[src/rtl/flash_val_pkg.sv]
// Shared opcodes, response codes and request operation encoding for the
// flash command validator. Assumes 8-bit opcodes and 32-bit argument words.
package flash_val_pkg;

    localparam logic [7:0] OPC_OPEN    = 8'h32;
    localparam logic [7:0] OPC_CLOSE   = 8'h33;
    localparam logic [7:0] OPC_SEL_DEV = 8'h34;
    localparam logic [7:0] OPC_REG_RD  = 8'h35;
    localparam logic [7:0] OPC_REG_WR  = 8'h36;
    localparam logic [7:0] OPC_RAW_OP  = 8'h37;
    localparam logic [7:0] OPC_ERASE   = 8'h38;
    localparam logic [7:0] OPC_WRITE   = 8'h39;
    localparam logic [7:0] OPC_READ    = 8'h3A;

    typedef enum logic [3:0] {
        RC_OK        = 4'd0,
        RC_MISALIGN  = 4'd1,
        RC_SIZE      = 4'd2,
        RC_BUSY      = 4'd3,
        RC_NOT_OWNER = 4'd4,
        RC_LENGTH    = 4'd5,
        RC_BAD_OPC   = 4'd6,
        RC_BAD_DEV   = 4'd7
    } rsp_code_e;

    typedef enum logic [2:0] {
        FOP_READ   = 3'd0,
        FOP_WRITE  = 3'd1,
        FOP_ERASE  = 3'd2,
        FOP_REG_RD = 3'd3,
        FOP_REG_WR = 3'd4,
        FOP_RAW    = 3'd5
    } flash_op_e;

    // Legal erase sizes in words; alignment in bytes is four times each.
    localparam int N_ERASE = 3;
    localparam logic [31:0] ERASE_WORDS [N_ERASE] = '{32'h400, 32'h2000, 32'h4000};

endpackage

[src/rtl/flash_owner_track.sv]
// Holds which client owns the flash and the selected chip-select index.
// Assumes grant and release are never asserted together (the rule checker
// raises at most one of them per command).
module flash_owner_track #(
    parameter int CLIENT_W = 2,
    parameter int CS_W     = 2
) (
    input  logic                clk,
    input  logic                rst_n,
    input  logic                grant,
    input  logic                release_own,
    input  logic [CLIENT_W-1:0] client,
    input  logic                cs_set,
    input  logic [CS_W-1:0]     cs_new,
    output logic                owner_valid,
    output logic [CLIENT_W-1:0] owner_id,
    output logic [CS_W-1:0]     cs_sel
);

    // Ownership register: set by a granted open, cleared by a close.
    always_ff @(posedge clk) begin
        if (!rst_n) begin
            owner_valid <= 1'b0;
            owner_id    <= '0;
        end else if (grant) begin
            owner_valid <= 1'b1;
            owner_id    <= client;
        end else if (release_own) begin
            owner_valid <= 1'b0;
        end
    end

    // Chip-select register: defaults to device 0, changes only on a valid select.
    always_ff @(posedge clk) begin
        if (!rst_n) begin
            cs_sel <= '0;
        end else if (cs_set) begin
            cs_sel <= cs_new;
        end
    end

endmodule

[src/rtl/flash_rule_check.sv]
// Combinational rule evaluation for one command. Applies checks in the fixed
// priority order: opcode, ownership, length, configuration busy, size,
// alignment, device index. Assumes a 32-bit argument word and ADDR_W <= 32.
module flash_rule_check
    import flash_val_pkg::*;
#(
    parameter int CLIENT_W         = 2,
    parameter int CS_W             = 2,
    parameter int LEN_W            = 11,
    parameter int ADDR_W           = 32,
    parameter int CNT_W            = 16,
    parameter int MAX_XFER_WORDS   = 1024,
    parameter int MAX_DEVREG_BYTES = 8,
    parameter int MAX_CS_IDX       = 0
) (
    input  logic [7:0]          opcode,
    input  logic [LEN_W-1:0]    len,
    input  logic [CLIENT_W-1:0] client,
    input  logic [31:0]         arg0,
    input  logic [31:0]         arg1,
    input  logic                cfg_busy,
    input  logic                owner_valid,
    input  logic [CLIENT_W-1:0] owner_id,
    output rsp_code_e           code,
    output logic                fwd,
    output flash_op_e           op,
    output logic [ADDR_W-3:0]   waddr,
    output logic [CNT_W-1:0]    count,
    output logic [7:0]          devop,
    output logic                grant,
    output logic                release_own,
    output logic                cs_set,
    output logic [CS_W-1:0]     cs_new
);

    localparam int EXT_W = 33;

    logic               is_owner;
    logic [EXT_W-1:0]   len_ext;
    logic [EXT_W-1:0]   dev_words;
    logic               wr_len_ok;
    logic               wreg_len_ok;
    logic               xfer_size_bad;
    logic               reg_size_bad;
    logic               word_misalign;
    logic               dev_idx_bad;
    logic [N_ERASE-1:0] erase_hit;
    logic [N_ERASE-1:0] erase_alg;
    logic               erase_size_ok;
    logic               erase_aligned;

    assign is_owner      = owner_valid && (owner_id == client);
    assign len_ext       = EXT_W'(len);
    assign dev_words     = ({1'b0, arg1} + EXT_W'(3)) >> 2;
    assign wr_len_ok     = (len_ext == ({1'b0, arg1} + EXT_W'(2)));
    assign wreg_len_ok   = (len_ext == (dev_words + EXT_W'(2)));
    assign xfer_size_bad = (arg1 == 32'd0) || (arg1 > 32'(MAX_XFER_WORDS));
    assign reg_size_bad  = (arg1 == 32'd0) || (arg1 > 32'(MAX_DEVREG_BYTES));
    assign word_misalign = (arg0[1:0] != 2'b00);
    assign dev_idx_bad   = (32'(arg0[31:28]) > 32'(MAX_CS_IDX));

    // One matcher per legal erase size: size hit and byte-boundary alignment.
    for (genvar g = 0; g < N_ERASE; g++) begin : g_erase
        assign erase_hit[g] = (arg1 == ERASE_WORDS[g]);
        assign erase_alg[g] = ((arg0 & ((ERASE_WORDS[g] << 2) - 32'd1)) == 32'd0);
    end
    assign erase_size_ok = |erase_hit;
    assign erase_aligned = |(erase_hit & erase_alg);

    // Decide the response code, the forwarded request and the state updates.
    always_comb begin
        code        = RC_OK;
        fwd         = 1'b0;
        op          = FOP_READ;
        waddr       = arg0[ADDR_W-1:2];
        count       = CNT_W'(arg1);
        devop       = 8'd0;
        grant       = 1'b0;
        release_own = 1'b0;
        cs_set      = 1'b0;
        cs_new      = CS_W'(arg0[31:28]);
        unique case (opcode)
            OPC_OPEN: begin
                if (len_ext != '0)                          code = RC_LENGTH;
                else if ((owner_valid && !is_owner) || cfg_busy) code = RC_BUSY;
                else                                        grant = 1'b1;
            end
            OPC_CLOSE: begin
                if (!is_owner)          code = RC_NOT_OWNER;
                else if (len_ext != '0) code = RC_LENGTH;
                else                    release_own = 1'b1;
            end
            OPC_SEL_DEV: begin
                if (!is_owner)                   code = RC_NOT_OWNER;
                else if (len_ext != EXT_W'(1))   code = RC_LENGTH;
                else if (dev_idx_bad)            code = RC_BAD_DEV;
                else                             cs_set = 1'b1;
            end
            OPC_READ, OPC_WRITE: begin
                op = (opcode == OPC_READ) ? FOP_READ : FOP_WRITE;
                if (!is_owner) code = RC_NOT_OWNER;
                else if ((opcode == OPC_READ) ? (len_ext != EXT_W'(2)) : !wr_len_ok)
                    code = RC_LENGTH;
                else if (cfg_busy)      code = RC_BUSY;
                else if (xfer_size_bad) code = RC_SIZE;
                else if (word_misalign) code = RC_MISALIGN;
                else                    fwd = 1'b1;
            end
            OPC_ERASE: begin
                op = FOP_ERASE;
                if (!is_owner)                 code = RC_NOT_OWNER;
                else if (len_ext != EXT_W'(2)) code = RC_LENGTH;
                else if (!erase_size_ok)       code = RC_SIZE;
                else if (!erase_aligned)       code = RC_MISALIGN;
                else                           fwd = 1'b1;
            end
            OPC_REG_RD, OPC_REG_WR: begin
                op    = (opcode == OPC_REG_RD) ? FOP_REG_RD : FOP_REG_WR;
                waddr = '0;
                count = CNT_W'(dev_words);
                devop = arg0[7:0];
                if (!is_owner) code = RC_NOT_OWNER;
                else if ((opcode == OPC_REG_RD) ? (len_ext != EXT_W'(2)) : !wreg_len_ok)
                    code = RC_LENGTH;
                else if (reg_size_bad) code = RC_SIZE;
                else                   fwd = 1'b1;
            end
            OPC_RAW_OP: begin
                op    = FOP_RAW;
                waddr = '0;
                count = '0;
                devop = arg0[7:0];
                if (!is_owner)                 code = RC_NOT_OWNER;
                else if (len_ext != EXT_W'(1)) code = RC_LENGTH;
                else                           fwd = 1'b1;
            end
            default: code = RC_BAD_OPC;
        endcase
    end

endmodule

[src/rtl/flash_cmd_validator.sv]
// Top of the flash command validator. Evaluates one command per cycle,
// updates ownership and chip select, and registers the response and the
// forwarded request so that both appear one cycle after cmd_valid.
// Assumes a command is presented complete in one cycle.
module flash_cmd_validator
    import flash_val_pkg::*;
#(
    parameter int CLIENT_W         = 2,
    parameter int CS_W             = 2,
    parameter int LEN_W            = 11,
    parameter int ADDR_W           = 32,
    parameter int CNT_W            = 16,
    parameter int MAX_XFER_WORDS   = 1024,
    parameter int MAX_DEVREG_BYTES = 8,
    parameter int MAX_CS_IDX       = 0
) (
    input  logic                clk,
    input  logic                rst_n,
    input  logic                cmd_valid,
    input  logic [7:0]          cmd_opcode,
    input  logic [LEN_W-1:0]    cmd_len,
    input  logic [CLIENT_W-1:0] cmd_client,
    input  logic [31:0]         cmd_arg0,
    input  logic [31:0]         cmd_arg1,
    input  logic                cfg_busy,
    output logic                rsp_valid,
    output logic [3:0]          rsp_code,
    output logic                req_valid,
    output logic [2:0]          req_op,
    output logic [ADDR_W-3:0]   req_waddr,
    output logic [CNT_W-1:0]    req_count,
    output logic [7:0]          req_devop,
    output logic [CS_W-1:0]     req_cs
);

    rsp_code_e           chk_code;
    logic                chk_fwd;
    flash_op_e           chk_op;
    logic [ADDR_W-3:0]   chk_waddr;
    logic [CNT_W-1:0]    chk_count;
    logic [7:0]          chk_devop;
    logic                chk_grant;
    logic                chk_release;
    logic                chk_cs_set;
    logic [CS_W-1:0]     chk_cs_new;
    logic                owner_valid;
    logic [CLIENT_W-1:0] owner_id;
    logic [CS_W-1:0]     cs_sel;

    flash_rule_check #(
        .CLIENT_W(CLIENT_W), .CS_W(CS_W), .LEN_W(LEN_W), .ADDR_W(ADDR_W),
        .CNT_W(CNT_W), .MAX_XFER_WORDS(MAX_XFER_WORDS),
        .MAX_DEVREG_BYTES(MAX_DEVREG_BYTES), .MAX_CS_IDX(MAX_CS_IDX)
    ) i_rules (
        .opcode(cmd_opcode), .len(cmd_len), .client(cmd_client),
        .arg0(cmd_arg0), .arg1(cmd_arg1), .cfg_busy(cfg_busy),
        .owner_valid(owner_valid), .owner_id(owner_id),
        .code(chk_code), .fwd(chk_fwd), .op(chk_op), .waddr(chk_waddr),
        .count(chk_count), .devop(chk_devop), .grant(chk_grant),
        .release_own(chk_release), .cs_set(chk_cs_set), .cs_new(chk_cs_new)
    );

    flash_owner_track #(.CLIENT_W(CLIENT_W), .CS_W(CS_W)) i_owner (
        .clk(clk), .rst_n(rst_n),
        .grant(cmd_valid && chk_grant),
        .release_own(cmd_valid && chk_release),
        .client(cmd_client),
        .cs_set(cmd_valid && chk_cs_set),
        .cs_new(chk_cs_new),
        .owner_valid(owner_valid), .owner_id(owner_id), .cs_sel(cs_sel)
    );

    // Response register: one pulse per command, code held until the next one.
    always_ff @(posedge clk) begin
        if (!rst_n) begin
            rsp_valid <= 1'b0;
            rsp_code  <= 4'd0;
        end else begin
            rsp_valid <= cmd_valid;
            if (cmd_valid) rsp_code <= chk_code;
        end
    end

    // Request register: loaded only for commands that pass every rule.
    always_ff @(posedge clk) begin
        if (!rst_n) begin
            req_valid <= 1'b0;
            req_op    <= 3'd0;
            req_waddr <= '0;
            req_count <= '0;
            req_devop <= 8'd0;
            req_cs    <= '0;
        end else begin
            req_valid <= cmd_valid && chk_fwd;
            if (cmd_valid && chk_fwd) begin
                req_op    <= chk_op;
                req_waddr <= chk_waddr;
                req_count <= chk_count;
                req_devop <= chk_devop;
                req_cs    <= cs_sel;
            end
        end
    end

endmodule

[config.mk]
export PLATFORM = sky130hd
export DESIGN_NAME = flash_cmd_validator
export DESIGN_NICKNAME = d
export VERILOG_FILES = /design/src/rtl/flash_val_pkg.sv /design/src/rtl/flash_owner_track.sv /design/src/rtl/flash_rule_check.sv /design/src/rtl/flash_cmd_validator.sv
export SDC_FILE = /design/constraint.sdc
export NUM_CORES = 1
export LEC_CHECK = 0
export BUFFER_PORTS_ARGS = -buffer_cell sky130_fd_sc_hd__buf_2
export CORE_UTILIZATION = 49
export DETAILED_ROUTE_END_ITERATION = 8
export GPL_ROUTABILITY_DRIVEN = 0
export PLACE_DENSITY = 0.84
export SYNTH_ARGS = -nofsm -noshare
export SYNTH_HDL_FRONTEND = slang
export SYNTH_SLANG_ARGS = --single-unit
[constraint.sdc]
create_clock -name clk -period 16.64 [get_ports clk]
set_clock_uncertainty 0.05 [all_clocks]
set_input_delay 4.992 -clock clk [delete_from_list [all_inputs] [get_ports clk]]
set_output_delay 4.992 -clock clk [all_outputs]
set_load 0.005 [all_outputs]
**After elaboration in Yosys (flattened, before gate mapping)**

Index checks and enable logic that the tools add are counted.

- Output and inout port bits: 65
- Bits of input ports: 89
- Register bits: 70
- Logic and storage cells: 116

- Add/sub/neg operators: 3
- Order comparisons: 3
- Equality and inequality tests: 17
- Bitwise logic cells: 1
- Multiplexer cells: 57
- Reduce and logical (&&, ||, !) cells: 24

Operator list:

| operator | count |
|---|---|
| $logic_not A32 Y1 | 4 |
| $eq A8 B6 Y1 const B | 9 |
| $add A32 B2 Y33 const B | 2 |
| $eq A11 B33 Y1 | 2 |
| $mux W4 | 14 |
| $reduce_bool A33 Y1 | 1 |
| $add A31 B2 Y32 const B | 1 |
| $eq A32 B11 Y1 const B | 1 |
| $eq A32 B14 Y1 const B | 1 |
| $eq A32 B15 Y1 const B | 1 |
| $gt A32 B11 Y1 const B | 1 |
| $gt A32 B4 Y1 const B | 1 |
| $pmux W16 S2 | 1 |
| $mux W1 | 31 |
| $mux W30 | 1 |
| $pmux W4 S7 | 1 |
| $mux W3 | 4 |
| $pmux W3 S4 | 1 |
| $ne A11 B1 Y1 const B | 1 |
| $ne A11 B2 Y1 const B | 1 |
| $reduce_or A3 Y1 | 3 |
| $mux W8 | 1 |
| $logic_and A1 B1 Y1 | 6 |
| $gt A4 B1 Y1 const B | 1 |
| 8 further kinds | 15 |

**Logic depth before layout (Yosys ltp)**

Gate-level depths: netlist (run 1).

- Word-level depth: 10
- Mapped depth: 20
- Mapped depth without buffers: 16

**By module**

A second synthesis (run 1) with hierarchy kept.

- Cell total of the unflattened synthesis: 906
- Area, all modules: 6378.6 um^2

By module, submodules not included:

| module | times used | area an instance (um^2) | seq. area each (um^2) | cells an instance |
|---|---|---|---|---|
| flash_rule_check | 1 | 3676.0 | 0.0 | 600 |
| flash_cmd_validator | 1 | 2523.7 | 1301.2 | 291 |
| flash_owner_track | 1 | 178.9 | 100.1 | 15 |

**Worst setup path before layout (run 1)**

Ideal clock, no wire load.

- Kind: input-to-reg
- Start point: input cmd_arg1[1]
- End point: register req_op[1]
- Buffers on the path: 4
- Setup time: 0.072 ns
- Cell stages on the path: 20
- Data required time: 16.518 ns
- Path slack: 7.694 ns
- Arrival time: 8.825 ns
- Cells stage by stage: buf_2 -> inv_1 -> ha_1 -> a21o_2 -> xnor2_1 -> inv_1 -> ha_1 -> inv_1 -> a211o_1 -> a211oi_1 -> nand4b_1 -> mux2i_1 -> nor4_1 -> nand4_1 -> or4_1 -> buf_6 -> a22oi_4 -> buf_12 -> buf_12 -> mux2i_1

- Word-level cells in the longest chain between the ends: 9
- Elaborated cells on any way between the ends: 33
- Classes of those cells: 3 x add/sub; 2 x order compare; 5 x eq/ne; 14 x mux; 1 x bitwise; 8 x reduce/logical

RTL lines:

| element | RTL line | RTL |
|---|---|---|
| start, declared | flash_cmd_validator.sv:24 | `input logic [31:0] cmd_arg1,` |
| $add A32 B2 Y33, or another cell as far along | flash_rule_check.sv:54 | `assign dev_words = ({1'b0, arg1} + EXT_W'(3)) >> 2;` |
| $add A31 B2 Y32 / $and A3 B3 Y3 (equally long branches) | flash_rule_check.sv:56, flash_rule_check.sv:68 |  |
| $eq A11 B33 Y1 / $reduce_or A3 Y1 (equally long branches) | flash_rule_check.sv:56, flash_rule_check.sv:68 |  |
| $logic_not A1 Y1 / $mux W1 (equally long branches) | flash_rule_check.sv:123, flash_rule_check.sv:114 |  |
| $mux W1, on equally long branches | flash_rule_check.sv:123, flash_rule_check.sv:113 |  |
| $mux W1, on equally long branches | flash_rule_check.sv:123, flash_rule_check.sv:112 |  |
| $mux W1, on equally long branches | flash_rule_check.sv:122, flash_rule_check.sv:111 |  |
| $pmux W1 S4 (*) | flash_rule_check.sv:82 | `unique case (opcode)` |
| $logic_and A1 B1 Y1 (*) | flash_cmd_validator.sv:95 | `if (cmd_valid && chk_fwd) begin` |
| end signal, assigned | flash_cmd_validator.sv:96 | `req_op <= chk_op;` |
| end, declared | flash_cmd_validator.sv:29 | `output logic [2:0] req_op,` |

Every way passes the cells marked *; elsewhere a longest branch is shown, timed or not.
A chain may end at the register's enable or synchronous reset.

**Worst setup path in the final report (run 1)**

- Start point: input cmd_arg1[1]
- End point: register req_devop[4]

- Word-level cells in the longest chain between the ends: 9
- Elaborated cells on any way between the ends: 33
- Classes of those cells: 3 x add/sub; 2 x order compare; 5 x eq/ne; 14 x mux; 1 x bitwise; 8 x reduce/logical

RTL lines:

| element | RTL line | RTL |
|---|---|---|
| $add A32 B2 Y33, or another cell as far along | flash_rule_check.sv:54 |  |
| $add A31 B2 Y32 / $and A3 B3 Y3 (equally long branches) | flash_rule_check.sv:56, flash_rule_check.sv:68 |  |
| $eq A11 B33 Y1 / $reduce_or A3 Y1 (equally long branches) | flash_rule_check.sv:56, flash_rule_check.sv:68 |  |
| $logic_not A1 Y1 / $mux W1 (equally long branches) | flash_rule_check.sv:123, flash_rule_check.sv:114 |  |
| $mux W1, on equally long branches | flash_rule_check.sv:123, flash_rule_check.sv:113 |  |
| $mux W1, on equally long branches | flash_rule_check.sv:123, flash_rule_check.sv:112 |  |
| $mux W1, on equally long branches | flash_rule_check.sv:122, flash_rule_check.sv:111 |  |
| $pmux W1 S4 (*) | flash_rule_check.sv:82 |  |
| $logic_and A1 B1 Y1 (*) | flash_cmd_validator.sv:95 |  |
| end signal, assigned | flash_cmd_validator.sv:99 | `req_devop <= chk_devop;` |
| end, declared | flash_cmd_validator.sv:32 | `output logic [7:0] req_devop,` |

Marked as above.

==> out/metrics.csv, run 1 <==
metric,value,unit
outcome,"complete, no violations",
Worst R2R End,req_devop[4]$_SDFFE_PN0P_,
"Clk pin slew, worst setup/hold paths",0.06,ns
P_leak,2.765,nW
# DRC,0,
number of gates resized after CTS,0,
largest net degree at the start of global routing,107,
"Seq/Total Area, Yosys",0.2102,
reg2reg start,i_owner.owner_id[0]$_SDFFE_PN0P_,
Slew Limit Fails,0,
number of I/O pins,154,
RSZ-0062 raised after global routing,no,
"Primary FF master, synth",dfxtp_1,
Buffers on Ports,152,
CP Max Fanout,44,
clk root buf,clkbuf_16,
DP HPWL,14360,µm
Post-Syn Nets,941,
initial antenna violation count,0,
final WL,19240,µm
number of synthesized register bits,69,
# setup viols final,0,
Hold WS,0.3764,ns
Place WS,6.266,ns
reg2reg path depth,9,
asr flop ratio synth,0,
synth unique cells,91,
# rows,41,
Post-DP Area,6989,µm²
fmax,99.20,MHz
CTS Hold Bufs,0,
period utilisation layout,0.6058,
chip width,117.8,µm
total CTS buffers,9,
Clock Sinks,69,
min cycle time layout,10.08,ns
Post-Syn Area,6571,µm²
CP Capture Point,req_devop[4]$_SDFFE_PN0P_,
Via density,6.217,
Worst R2R Setup Slack,13.62,ns
CTS tree,yes,
fraction of layout cells with a size suffix above 1,0.2200,
Chip Height,117.8,µm
worst setup margin,6.560,ns
post-layout util,0.5681,
DR pass1 iterations,5,
hold path start,i_owner.cs_sel[0]$_SDFFE_PN0P_,
placed insts,1106,
Area Growth Syn to Fin,10.87,%
PwrDens,60.51,nW/µm²
Yosys top cell by area,dfxtp_1,
Yosys top cell area share,0.2102,
Post-Syn Instances,848,
DR iter-0 viols,777,
max cap viols,0,
ant diodes,0,
syn avg cell area,7.749,µm²
via count,6975,
Least-Margin Pin Slew,1.151,ns
postcts setup bufs,0,
grt ovf,0,
TNS Setup,0,ns
CP Capture Type,flop,
core area,12820,µm²
Fill cells,1206,
"top cells by area, synth","dfxtp_1, mux2i_1, nand2_1",
total number of yosys warnings,0,
Fin. Hold Viols,0,
Hold Crit Class,reg2reg,
max_slew headroom,0.2299,
"antenna viol nets, final",0,
fin cells,1122,
H-tree depth,3,
Final Cell Area,7286,µm²
Post-synth top cells,"nand2_1, dfxtp_1, nand3_1",
Initial Utilization,0.5124,
Startpoint Class,input port,
"EDFF count, synth",0,
Crit Path Class,in2reg,
Arrival @ worst endpoint,10.27,ns
first-pass GRT wire length,31460,µm
most frequent cell after synthesis,nand2_1,
Final Net Count,1038,
vias in the first global route,6252,
peak supply drop,0.00003869,V
Pwr Total,0.4409,mW
Critical Path Source,cmd_arg1[1],
Global Route Usage Sum,0.2751,
Worst-Skew Late Latency,0.33,ns
maximum clock path buffer count,2,
wire per inst,17.15,µm
Die ar.,13880,µm²
"Req. time, crit path",16.83,ns
[critical path, cell delays in order]
cell and delay [ns]:
buf_2 0.20, inv_1 0.14, ha_1 0.28, a21o_2 0.27, xnor2_1 0.22, inv_1 0.12
ha_1 0.19, inv_1 0.05, a211o_1 0.27, a211oi_1 0.58, nand4b_1 0.29, mux2i_1 0.18
nor4_1 0.23, nand4_1 0.11, or4_1 0.64, a22oi_4 0.48, buf_4 0.67, mux2i_1 0.33
[cell usage in the layout, fill, tap and decap left out, types with 20 or more instances in the layout]
cell type / n
o21ai_0: 26
buf_2: 152
nor3_1: 31
nor4_1: 27
nand2_1: 113
nand4_1: 30
mux2i_1: 62
a21oi_1: 23
dfxtp_1: 69
xor2_1: 20
nand3_1: 67
nor2_1: 60
xnor2_1: 43
[flip-flops by register name (all words and copies together) (netlist names)]
name and cells:
rsp_valid 1, req_waddr 30, i_owner.cs_sel 2, req_count 16
req_cs 2, i_owner.owner_valid 1, i_owner.owner_id 2, req_valid 1
req_devop 8, req_op 3, rsp_code 3
[where the power goes]
part	switching (mW)	internal (mW)
combinational	0.0555	0.0323
sequential	0.000242	0.166
clock	0.0736	0.114
[area by class of cell]
cell class	instances	area, µm²	share of cell area
repair buffers	154	775.7	0.1065
inverters	16	60.06	0.008243
flip-flops and latches	69	1381	0.1896
multi-input cells	695	4557	0.6255
clock inverters	4	30.03	0.004122
clock buffers	12	266.5	0.03658
well taps	172	215.2	0.02954
[kinds of logic (layout without fill, tap and decap cells)]
group           Yosys count  count (layout)  share of synthesized area
compound gates          132             132                     0.1502
xor+xnor                 63              63                    0.08397
fa+ha+maj                 5               5                   0.009140
buf+inv                  84             186                    0.09806
flops                    69              69                     0.2102
mux                      66              66                     0.1013
other cells               1               1                  0.0005707
simple gates            428             428                     0.3465
[how the worst min path moves through the flow]
stage / to / depth (start not counted)
2_1_floorplan: i_owner.cs_sel[0]$_SDFFE_PN0P_ / 2
3_3_place_gp: i_owner.cs_sel[0]$_SDFFE_PN0P_ / 2
3_5_place_dp: i_owner.cs_sel[0]$_SDFFE_PN0P_ / 2
4_1_cts: i_owner.cs_sel[0]$_SDFFE_PN0P_ / 2
5_1_grt: i_owner.cs_sel[1]$_SDFFE_PN0P_ / 2
6_report: i_owner.cs_sel[0]$_SDFFE_PN0P_ / 2
[routing by layer]
metal	wire length [µm]	up-vias	GRT usage
met3	1992	35	0.06056
met4	354	0	0.08734
met1	8137	3221	0.3654
met5	0	-	0
li1	-	3301	-
met2	8752	418	0.4401
No activity file was read; power rests on OpenSTA's default activity.
==> run 2: changes to the inputs <==
clock period = 9.3 ns   (was 16.64 ns; I/O delays follow)
==> run 2 against run 1 <==
  * Register-to-register slack lost 7.0 ns
  * Final cell count about the same
  * Combinational power grew 78%
  * Die area unchanged
  * Global-route usage down 0.28 points
  * Core utilization is 0.20 points lower
  * Count of clock-buffer cells in the layout shrank 1
  * Worst setup slack got worse by 4.9 ns
  * Non-clock buffer count did not move
  * Highest routed layer unchanged
==> out/metrics.csv, run 2 (synthesis results as in run 1) <==
metric,value,unit
outcome,"complete, no violations",
Hold Crit Class,reg2reg,
Fin. Hold Viols,0,
most frequent cells in the layout,"buf_2, nand2_1, dfxtp_1, nand3_1, mux2i_1",
Crit Path Class,in2reg,
"antenna viol nets, final",0,
fin cells,1121,
max reg flops,30,
max cap viols,0,
Global Route Usage Sum,0.2723,
PwrDens,103.8,nW/µm²
DR iter-0 viols,824,
# setup viols final,0,
Reg with most FFs,req_waddr,
Pwr Total,0.7537,mW
H-tree depth,3,
ant diodes,0,
Place WS,1.476,ns
initial antenna violation count,0,
Clk pwr share,0.399,
Initial Utilization,0.5124,
total CTS buffers,9,
Final Net Count,1038,
"Buf+Inv Stages, Crit Path",5,
Slew Limit Fails,0,
worst-path cell chain,buf_2 > inv_1 > ha_1 > a21o_2 > xnor2_1 > inv_1 > ha_1 > inv_1 > a211o_1 > a211oi_1 > nand4b_1 > mux2i_1 > nor4_1 > nand4_1 > or4_1 > a22oi_4 > buf_12 > mux2i_1,
worst setup margin,1.699,ns
CTS Hold Bufs,0,
fmax,131.6,MHz
DP HPWL,14310,µm
TNS Setup,0,ns
postcts setup bufs,0,
clk root buf,clkbuf_16,
fraction of layout cells with a size suffix above 1,0.2171,
Least-Margin Pin Slew,1.136,ns
chip width,117.8,µm
Chip Height,117.8,µm
"Clk pin slew, worst setup/hold paths",0.05,ns
Seq pwr share,0.394,
Hold WS,0.3779,ns
cell depth of the worst setup path,18,
Worst R2R Setup Slack,6.63,ns
Critical Path Source,cmd_arg1[1],
RSZ-0062 raised after global routing,no,
reg2reg start,i_owner.owner_id[0]$_SDFFE_PN0P_,
maximum clock path buffer count,2,
Via density,6.182,
peak supply drop,0.00007076,V
min cycle time layout,7.601,ns
# rows,41,
Clock Sinks,69,
CTS tree,yes,
NetSw,0.2210,mW
Area Growth Syn to Fin,10.49,%
first-pass GRT wire length,31210,µm
Crit path max-delay family,compound AO/OA/AOI/OAI gates,
placed insts,1106,
Worst R2R End,req_waddr[15]$_SDFFE_PN0P_,
max_slew headroom,0.2396,
number of I/O pins,154,
Startpoint Class,input port,
Top Registers,"req_waddr (30), req_count (16), req_devop (8)",
vias in the first global route,6251,
Die ar.,13880,µm²
reg2reg path depth,9,
Buffers on Ports,152,
Slowest cell on crit path,or4_1,
cell-internal power,0.5327,mW
P_leak,2.748,nW
CP peak stage delay,0.64,ns
Worst-Skew Late Latency,0.33,ns
# DRC,0,
CP dominant cell by count,inv_1,
CP Max Fanout,44,
DR pass1 iterations,6,
CP Capture Point,req_waddr[15]$_SDFFE_PN0P_,
grt ovf,0,
number of gates resized after CTS,0,
via count,6930,
CP Capture Type,flop,
period utilisation layout,0.8173,
sw frac,0.2932,
final WL,19020,µm
largest net degree at the start of global routing,107,
"Req. time, crit path",9.50,ns
Arrival @ worst endpoint,7.80,ns
wire per inst,16.97,µm
core area,12820,µm²
"commonest non-fill, non-tap cell in the layout",buf_2,
combinational power share,0.207,
[run 2: changes by cell type in the layout (fill, tap and decap cells not counted), sizes merged]
cell    delta
clkbuf     -1
clkinv     +1
inv        -1
[run 2: final cells by class]
class                      count  area [µm²]
multi-input combinational    695        4557
clock buffer                  11       232.7
fill                        1209        5564
sequential                    69        1381
timing repair buffer         154       788.3
inverter                      16       60.06
clock inverter                 4       26.28
tap                          172       215.2
[run 2: stage by stage]
stage,util,instance area (µm²)
floorplan,-,6571
global placement,0.5460,7002
detailed placement,0.5460,7002
CTS,0.5661,7261
global route,0.5661,7261
finish,0.5661,7261
[run 2: worst min-delay path: cells and delay by family (launching register included)]
family,cells,cell delay [ns]
flip-flops,1,0.31
buffers and inverters,1,0.05
AND/OR/NAND/NOR,1,0.03
[run 2: worst min-delay path by stage]
stage                                        start                              to  slack, ns  cells past startpoint
floorplan           i_owner.cs_sel[0]$_SDFFE_PN0P_  i_owner.cs_sel[0]$_SDFFE_PN0P_       0.36                      2
global placement    i_owner.cs_sel[0]$_SDFFE_PN0P_  i_owner.cs_sel[0]$_SDFFE_PN0P_       0.37                      2
detailed placement  i_owner.cs_sel[1]$_SDFFE_PN0P_  i_owner.cs_sel[1]$_SDFFE_PN0P_       0.37                      2
CTS                 i_owner.cs_sel[1]$_SDFFE_PN0P_  i_owner.cs_sel[1]$_SDFFE_PN0P_       0.38                      2
global route        i_owner.cs_sel[1]$_SDFFE_PN0P_  i_owner.cs_sel[1]$_SDFFE_PN0P_       0.40                      2
finish              i_owner.cs_sel[1]$_SDFFE_PN0P_  i_owner.cs_sel[1]$_SDFFE_PN0P_       0.38                      2
[run 2: power by group through the flow]
| stage | clock network (mW) | registers, mW | logic, mW |
|---|---|---|---|
| CTS | 0.306 | 0.297 | 0.152 |
| detailed placement | 0 | 0.303 | 0.152 |
| global route | 0.320 | 0.297 | 0.169 |
| floorplan | 0 | 0.303 | 0.111 |
| finish | 0.301 | 0.297 | 0.156 |
| global placement | 0 | 0.303 | 0.149 |
[run 2: routing by layer]
layer,share of wire,up-vias,global-route usage
li1,-,3300,-
met1,0.43,3164,0.3690
met5,0,-,0
met3,0.098,42,0.03828
met2,0.45,424,0.4430
met4,0.021,0,0.08654
==> run 3: changes to the inputs <==
clock period = 7 ns   (was 9.3 ns; I/O delays follow)
==> run 3 against run 2 <==
  * Final area increased by 1.4%
  * Routed wire length grew 0.83%
  * Total power increased by 39%
  * Critical endpoint is now req_count[7]$_SDFFE_PN0P_
  * Largest power group unchanged
==> out/metrics.csv, run 3 (synthesis results as in run 1) <==
metric,value,unit
outcome,"complete, no violations",
DR iter-0 viols,750,
total CTS buffers,9,
max_slew headroom,0.2341,
grt ovf,0,
Least-Margin Pin Slew,1.144,ns
number of gates resized after CTS,0,
fmax,156.4,MHz
DR pass1 iterations,5,
"Req. time, crit path",7.21,ns
CP Max Fanout,10,
met1 Usage GRT,0.3621,
Buffers on Ports,152,
initial antenna violation count,0,
max cap viols,0,
Fill cells,1183,
DP HPWL,14640,µm
most frequent cells in the layout,"buf_2, nand2_1, dfxtp_1, nand3_1, mux2i_1",
# rows,41,
ant diodes,0,
Worst-Skew Late Latency,0.33,ns
first-pass GRT wire length,30860,µm
post-layout util,0.5739,
Top Registers,"req_waddr (30), req_count (16), req_devop (8)",
max reg flops,30,
Via density,6.139,
TNS Setup,0,ns
Area Growth Syn to Fin,12.00,%
wire per inst,16.99,µm
CP peak stage delay,0.50,ns
vias in the first global route,6123,
Die ar.,13880,µm²
# setup viols final,0,
CTS Hold Bufs,0,
# DRC,0,
period utilisation layout,0.9131,
CTS tree,yes,
largest net degree at the start of global routing,76,
final WL,19180,µm
P_leak,2.799,nW
global route hottest layer,met2,
Startpoint Class,input port,
PwrDens,142.7,nW/µm²
Slew Limit Fails,0,
fraction of layout cells with a size suffix above 1,0.2247,
Fin. Hold Viols,0,
CP Capture Type,flop,
core area,12820,µm²
"commonest non-fill, non-tap cell in the layout",buf_2,
maximum clock path buffer count,2,
min cycle time layout,6.392,ns
RSZ-0062 raised after global routing,no,
Global Route Usage Sum,0.2717,
Clock Sinks,69,
Chip Height,117.8,µm
H-tree depth,3,
M3 GR Usage,0.04990,
Initial Utilization,0.5124,
Hold Crit Class,reg2reg,
M2 GR Usage,0.4360,
Slowest cell on crit path,or4_1,
postcts setup bufs,0,
number of I/O pins,154,
chip width,117.8,µm
peak supply drop,0.00008246,V
"Clk pin slew, worst setup/hold paths",0.06,ns
Reg with most FFs,req_waddr,
worst-path cell chain,buf_2 > inv_1 > ha_1 > a21o_2 > xnor2_1 > inv_1 > ha_1 > xor2_1 > a21oi_1 > and3_1 > o2111ai_1 > a2111oi_0 > nand4_1 > or4_1 > a22oi_4 > buf_4 > mux2i_1,
Arrival @ worst endpoint,6.61,ns
"antenna viol nets, final",0,
Crit Path Class,in2reg,
via count,6931,
Final Net Count,1045,
clk root buf,clkbuf_16,
==> run 3: per-layer routing <==
| metal | share of wire | wire, µm | vias up |
|---|---|---|---|
| li1 | - | - | 3317 |
| met1 | 0.42 | 7985 | 3139 |
| met2 | 0.45 | 8726 | 442 |
| met3 | 0.11 | 2052 | 33 |
| met4 | 0.022 | 414 | 0 |
| met5 | 0 | 0 | - |
==> run 3: final timing paths <==
kind | start | end | slack (ns) | cells past startpoint
setup / recovery | cmd_arg1[1] | req_count[7]$_SDFFE_PN0P_ | 0.61 | 17
hold / removal | i_owner.cs_sel[0]$_SDFFE_PN0P_ | i_owner.cs_sel[0]$_SDFFE_PN0P_ | 0.38 | 2
setup reg to reg | i_owner.owner_id[0]$_SDFFE_PN0P_ | req_count[7]$_SDFFE_PN0P_ | 4.41 | 9
hold reg to reg | i_owner.cs_sel[0]$_SDFFE_PN0P_ | i_owner.cs_sel[0]$_SDFFE_PN0P_ | 0.38 | 2
==> run 3: layout make-up <==
cell class	instances	area [µm²]	share of cell area
clock buffers	10	229.0	0.03111
flip-flops and latches	69	1381	0.1877
clock inverters	6	63.81	0.008671
repair buffers	161	853.3	0.1159
well taps	172	215.2	0.02924
inverters	16	60.06	0.008160
multi-input cells	695	4557	0.6192
==> run 3: power breakdown <==
part           leakage, nW  internal (mW)  switching, mW  total, mW
registers            0.556          0.394       0.000481      0.394
logic                 2.10         0.0773          0.131      0.209
clock network        0.138          0.275          0.172      0.447
total                 2.80          0.746          0.304       1.05
==> run 3: worst max-delay path: cells and delay by family <==
| kind | cells | cell delay (ns) |
|---|---|---|
| AO/OA/AOI/OAI | 5 | 1.41 |
| AND/OR/NAND/NOR | 3 | 0.88 |
| buffers and inverters | 4 | 0.79 |
| XOR/XNOR | 2 | 0.63 |
| adder cells (fa/ha/maj) | 2 | 0.61 |
| multiplexers | 1 | 0.20 |
==> run 3: per-stage QoR <==
stage | total power, mW | setup slack (ns) | area, µm² | std cells | hold WS (ns)
finish | 1.050 | 0.6081 | 7360 | 1129 | 0.3800
global route | 1.094 | 0.3042 | 7360 | 1129 | 0.4161
CTS | 1.054 | 0.6949 | 7360 | 1129 | 0.3761
detailed placement | 0.6057 | 0.3272 | 7067 | 1113 | 0.3674
global placement | 0.6027 | 0.5480 | 7067 | 1113 | 0.3655
floorplan | 0.5502 | 0.9458 | 6571 | 848 | 0.3586
